$ cat config.mk
export PLATFORM = sky130hd
export DESIGN_NAME = byte_frame_tx
export DESIGN_NICKNAME = d
export VERILOG_FILES = /design/src/rtl/bft_pkg.sv /design/src/rtl/bft_mirror.sv /design/src/rtl/bft_shifter.sv /design/src/rtl/byte_frame_tx.sv
export SDC_FILE = /design/constraint.sdc
export NUM_CORES = 1
export LEC_CHECK = 0
export BUFFER_PORTS_ARGS = -buffer_cell sky130_fd_sc_hd__buf_4
export CORE_ASPECT_RATIO = 1.75
export CORE_UTILIZATION = 61
export DETAILED_ROUTE_END_ITERATION = 12
export HOLD_SLACK_MARGIN = 0.05
export PLACE_DENSITY_LB_ADDON = 0.1
export SYNTH_ARGS = -nofsm -noshare
export SYNTH_HDL_FRONTEND = slang
export SYNTH_SLANG_ARGS = --single-unit
export TNS_END_PERCENT = 30
$ cat constraint.sdc
create_clock -name clk -period 3.3 [get_ports clk]
set_clock_uncertainty 0.05 [all_clocks]
set_input_delay 0.165 -clock clk [delete_from_list [all_inputs] [get_ports clk]]
set_output_delay 0.165 -clock clk [all_outputs]
set_load 0.01 [all_outputs]
$ cat src/rtl/bft_pkg.sv
package bft_pkg;
  typedef enum logic [1:0] {
    SH_IDLE,
    SH_SETUP,
    SH_LOW,
    SH_HIGH
  } sh_state_t;

  typedef enum logic [2:0] {
    SQ_IDLE,
    SQ_LEAD,
    SQ_SEND,
    SQ_GAP,
    SQ_TAIL,
    SQ_REL,
    SQ_FIN
  } sq_state_t;
endpackage

$ cat src/rtl/bft_mirror.sv
module bft_mirror #(
  parameter int W = 8
) (
  input  logic [W-1:0] din,
  output logic [W-1:0] dout
);
  for (genvar i = 0; i < W; i++) begin : g_rev
    assign dout[i] = din[W-1-i];
  end
endmodule

$ cat src/rtl/bft_shifter.sv
// LSB-first byte engine: HALF cycles of setup with sclk high, then
// W bits, each HALF low then HALF high; data shifts on the rising edge.
module bft_shifter
  import bft_pkg::*;
#(
  parameter int HALF = 2,
  parameter int W    = 8
) (
  input  logic         clk,
  input  logic         rst_n,
  input  logic         load,
  input  logic [W-1:0] din,
  output logic         sclk,
  output logic         sdata,
  output logic         byte_done
);
  localparam int CW = (HALF > 1) ? $clog2(HALF) : 1;
  localparam int BW = (W > 1) ? $clog2(W) : 1;
  localparam logic [CW-1:0] HALF_END = CW'(HALF - 1);
  localparam logic [BW-1:0] LAST_BIT = BW'(W - 1);

  sh_state_t      st;
  logic [CW-1:0]  cnt;
  logic [BW-1:0]  bitn;
  logic [W-1:0]   shreg;

  always_ff @(posedge clk or negedge rst_n) begin
    if (!rst_n) begin
      st        <= SH_IDLE;
      cnt       <= '0;
      bitn      <= '0;
      shreg     <= '0;
      byte_done <= 1'b0;
    end else begin
      byte_done <= 1'b0;
      unique case (st)
        SH_IDLE: begin
          if (load) begin
            shreg <= din;
            cnt   <= '0;
            bitn  <= '0;
            st    <= SH_SETUP;
          end
        end
        SH_SETUP: begin
          if (cnt == HALF_END) begin
            cnt <= '0;
            st  <= SH_LOW;
          end else begin
            cnt <= cnt + 1'b1;
          end
        end
        SH_LOW: begin
          if (cnt == HALF_END) begin
            cnt   <= '0;
            shreg <= {1'b0, shreg[W-1:1]};
            if (bitn == LAST_BIT) begin
              st        <= SH_IDLE;
              byte_done <= 1'b1;
            end else begin
              bitn <= bitn + 1'b1;
              st   <= SH_HIGH;
            end
          end else begin
            cnt <= cnt + 1'b1;
          end
        end
        SH_HIGH: begin
          if (cnt == HALF_END) begin
            cnt <= '0;
            st  <= SH_LOW;
          end else begin
            cnt <= cnt + 1'b1;
          end
        end
        default: st <= SH_IDLE;
      endcase
    end
  end

  assign sclk  = (st != SH_LOW);
  assign sdata = shreg[0];
endmodule

$ cat src/rtl/byte_frame_tx.sv
module byte_frame_tx
  import bft_pkg::*;
#(
  parameter int HALF   = 2,
  parameter int BYTE_W = 8,
  parameter int WORD_W = 24
) (
  input  logic              clk,
  input  logic              rst_n,
  input  logic              cmd_valid,
  output logic              cmd_ready,
  input  logic [WORD_W-1:0] cmd_word,
  output logic              fsel_n,
  output logic              sclk,
  output logic              sdata,
  output logic              busy,
  output logic              done
);
  localparam int NBYTES = WORD_W / BYTE_W;
  localparam int GAP    = 2 * HALF;
  localparam int CW     = $clog2(GAP + 1);
  localparam int IW     = (NBYTES > 1) ? $clog2(NBYTES) : 1;
  localparam logic [CW-1:0] HALF_END = CW'(HALF - 1);
  localparam logic [CW-1:0] GAP_END  = CW'(GAP - 1);
  localparam logic [IW-1:0] LAST_IDX = IW'(NBYTES - 1);

  sq_state_t         st;
  logic [CW-1:0]     cnt;
  logic [IW-1:0]     idx;
  logic [WORD_W-1:0] word_q;
  logic              fsel_q;
  logic              load;
  logic              byte_done;
  logic [BYTE_W-1:0] raw_byte;
  logic [BYTE_W-1:0] mir_byte;

  assign raw_byte = word_q[WORD_W-1 -: BYTE_W];
  assign load = ((st == SQ_LEAD) && (cnt == HALF_END)) ||
                ((st == SQ_GAP)  && (cnt == GAP_END));

  always_ff @(posedge clk or negedge rst_n) begin
    if (!rst_n) begin
      st     <= SQ_IDLE;
      cnt    <= '0;
      idx    <= '0;
      word_q <= '0;
      fsel_q <= 1'b1;
    end else begin
      unique case (st)
        SQ_IDLE: begin
          if (cmd_valid) begin
            word_q <= cmd_word;
            fsel_q <= 1'b0;
            cnt    <= '0;
            idx    <= '0;
            st     <= SQ_LEAD;
          end
        end
        SQ_LEAD: begin
          if (load) begin
            word_q <= word_q << BYTE_W;
            st     <= SQ_SEND;
          end else begin
            cnt <= cnt + 1'b1;
          end
        end
        SQ_SEND: begin
          if (byte_done) begin
            cnt <= '0;
            if (idx == LAST_IDX) begin
              st <= SQ_TAIL;
            end else begin
              idx <= idx + 1'b1;
              st  <= SQ_GAP;
            end
          end
        end
        SQ_GAP: begin
          if (load) begin
            word_q <= word_q << BYTE_W;
            st     <= SQ_SEND;
          end else begin
            cnt <= cnt + 1'b1;
          end
        end
        SQ_TAIL: begin
          if (cnt == HALF_END) begin
            fsel_q <= 1'b1;
            st     <= SQ_REL;
          end else begin
            cnt <= cnt + 1'b1;
          end
        end
        SQ_REL:  st <= SQ_FIN;
        SQ_FIN:  st <= SQ_IDLE;
        default: st <= SQ_IDLE;
      endcase
    end
  end

  bft_mirror #(.W(BYTE_W)) u_mirror (
    .din  (raw_byte),
    .dout (mir_byte)
  );

  bft_shifter #(.HALF(HALF), .W(BYTE_W)) u_shift (
    .clk       (clk),
    .rst_n     (rst_n),
    .load      (load),
    .din       (mir_byte),
    .sclk      (sclk),
    .sdata     (sdata),
    .byte_done (byte_done)
  );

  assign cmd_ready = (st == SQ_IDLE);
  assign busy      = (st != SQ_IDLE);
  assign done      = (st == SQ_FIN);
  assign fsel_n    = fsel_q;
endmodule

==> flow_summary.yaml <==
run_status:
  outcome: "finished clean"
setup_path:
  crit_path_start: "cnt[0]"
  path_class: "reg -> reg"
  r2r-start: "cnt[0]"
  required_ns: 3.48
  cp_max_fo: 16
  startpoint_type: "flip-flop"
  cpPeakStageDelay_ns: 0.69
  cp-end-kind: "flip-flop"
  crit_chain: "ha_1, ha_1, a21boi_0, a311oi_4, o22ai_1, nor2_1"
  worstRegToRegCells: 6
  cpMaxStageDelayCell: "a311oi_4"
  worst_path_most_repeated_cell: "ha_1"
  crit_arrival_ns: 2.18
  reg2reg_slack_ns: 1.29
power_and_ir_drop:
  power_frac_clock: 0.334
  sw_frac_of_total: 0.213
  p_leak_uw: 0.00137
  cellPowerDensity_nw_per_um2: 347
  power_frac_seq: 0.607
  max-vdd-ir-drop_mv: 0.473
  p_comb_frac: 0.058
  p_int_uw: 772
  p_switching_uw: 209
sta:
  finalSetupTns_ns: 0
  slew_headroom: 0.415
  holdWs_ns: 0.0554
  period_needed_ns: 2.01
  rsz0062_at_grt: "no"
  tightest_slew_ns: 0.870
  report.final.slew_viol_count: 0
  setup_violations: 0
  fmax_mhz: 498
  period_share: 0.608
  finalHoldViolCount: 0
global_routing:
  gr-usage-all-layers: 0.255
  use_met1: 0.319
  antenna_found_initial: 0
  grt_max_degree: 49
  grt-busiest-layer: "met2"
  grt_pass1_vias: 1789
  grtUsageMet3: 0.0528
  grt_pass1_wl_um: 8090
  use_met2: 0.433
  grt_overflow_total: 0
route:
  dr.first_iter.drc_count: 31
  viasPerCell: 5.84
  drcViolationCount: 0
  wire_per_inst_um: 14.8
  wl_um: 4620
  vias: 1822
  first_pass_iters: 4
  ant_nets: 0
placed_design:
  placed_cells: 289
  numPortBuffers: 32
  dpl.hpwl_um: 3190
  gp_congestion: 0.767
run:
  maxCapViolations: 0
cts:
  cts_tree: "done"
  cts_max_path_buffers: 2
  htreeDepth: 2
  clockRootBuffer: "clkbuf_8"
  numCtsBuffers: 5
  cts_sinks: 48
  clkLatencyLatePin_ns: 0.29
  clk_pin_slew_ns: 0.08
  cts_resized: 0
logic_synthesis:
  synth_fp_nets: 253
  syn_avg_cell_area_sq_um: 10.6
  synth_edf_count: 0
  ys_ff_latch: 48
  ys_warn_count: 0
  synth_top_flop_cell: "dfrtp_1"
  yosysSeqAreaShare: 0.514
  synthArstFlopShare: 1.00
  mappedNetlistArea_sq_um: 2340
  netlist-cell-type-count: 43
  netlist_instances: 220
min_path:
  hold_depth: 3
  hold_class: "in -> reg"
  min_from: "cmd_word[23]"
finish:
  instances_no_fill: 312
  fin_util: 0.780
  drive_gt1_frac: 0.248
  diodes: 0
  n_fill_cell: 245
  final_nets: 299
  synthToLayoutAreaGrowth_pct: 20.9
floorplanning:
  start_util: 0.645
  coreArea_sq_um: 3630
  std_cell_rows: 29
  chipHeight_um: 83.9
  die_w_um: 48.8
  pin_count: 33
  die_area_sq_um: 4100
layout make-up:
| cell class | count | area [sq um] | area share |
|---|---|---|---|
| Clock buffer | 5 | 68.8 | 0.0243 |
| Tap cell | 46 | 57.6 | 0.0203 |
| Inverter | 7 | 26.3 | 0.00929 |
| Timing Repair Buffer | 49 | 408 | 0.144 |
| Clock inverter | 2 | 12.5 | 0.00442 |
| Multi-Input combinational cell | 155 | 1050 | 0.372 |
| Sequential cell | 48 | 1200 | 0.425 |
timing repair:
item	4_1_cts	5_1_grt
endpoints found under the hold margin	62	0
setup buffers	0	0
hold buffers	16	0
final timing paths:
kind,end
min in group asynchronous,u_shift.st[0]
setup reg to reg,word_q[15]
max in group asynchronous,u_shift.bitn[1]
hold / removal,word_q[23]
hold reg to reg,u_shift.shreg[3]
setup / recovery,word_q[15]
power groups by stage:
stage                     Sequential [uW]  Clock [uW]  Combinational [uW]
final                                 596         328                57.1
after global routing                  597         358                63.1
after CTS                             596         336                57.7
after detailed placement              608           0                42.3
after global placement                607           0                42.3
after floorplan                       606           0                5.91
layout by cell type (no fill, tap or decap), types with 3 or more instances in the layout:
cell,synthesis,routed
o21ai_0,5,5
mux2_2,18,18
a21oi_1,5,5
clkbuf_8,0,5
nand3_1,3,3
nor3_1,3,3
nand2_1,7,7
nand2b_1,5,5
buf_4,0,33
inv_1,7,7
o2bb2ai_1,3,3
dlygate4sd3_1,0,16
dfrtp_1,47,47
ha_1,6,6
a22oi_1,3,3
o22ai_1,16,16
nor2_1,44,44
a22o_1,11,11
stage by stage:
step | setup WS [ns] | area, sq um | power, uW
6_report | 1.29 | 2830 | 981
2_1_floorplan | 1.55 | 2340 | 612
4_1_cts | 1.29 | 2830 | 990
5_1_grt | 1.09 | 2830 | 1020
3_5_place_dp | 1.31 | 2590 | 650
3_3_place_gp | 1.38 | 2590 | 650
flip-flops by register name (all words and copies together) (netlist names):
signal,cells
word_q,24
u_shift.shreg,8
cnt,3
st,3
u_shift.bitn,3
idx,2
u_shift.st,2
fsel_n,1
u_shift.byte_done,1
u_shift.cnt,1
cells by family after synthesis:
family                     Yosys count  synth area share
muxes                               18            0.0866
and+or+nand+nor                     73             0.141
adders and majority gates            6            0.0321
buffers and inverters               17            0.0358
AOI/OAI and AO/OA                   58             0.190
DFF                                 48             0.514
synth_stat cells (all sizes together), types with 2 or more instances:
cell	number	area (sq um)
o22ai	16	100
and2	2	12.5
inv	7	26.3
nor2b	2	12.5
a22o	11	96.3
nand2	8	32.5
clkbuf	3	11.3
a22oi	3	22.5
a21oi	6	41.3
nand3	3	15.0
o2bb2ai	3	26.3
buf	7	46.3
nand2b	5	31.3
mux2	18	203
o21ai	6	30.0
ha	6	75.1
dfrtp	47	1180
o211ai	2	20.0
nor3	3	15.0
o21a	2	15.0
nor2	44	165
critical path: cells and delay by family (launching register included):
| family | cells | cell delay (ns) |
|---|---|---|
| AO/OA/AOI/OAI | 3 | 1.01 |
| adder cells (fa/ha/maj) | 2 | 0.35 |
| flip-flops | 1 | 0.40 |
| AND/OR/NAND/NOR | 1 | 0.13 |
metal layers:
layer | share of wire | vias up
li1 | - | 882
met1 | 0.42 | 888
met2 | 0.52 | 42
met3 | 0.035 | 10
met4 | 0.019 | 0
met5 | 0 | -
Power figures use the tool's default switching activity.
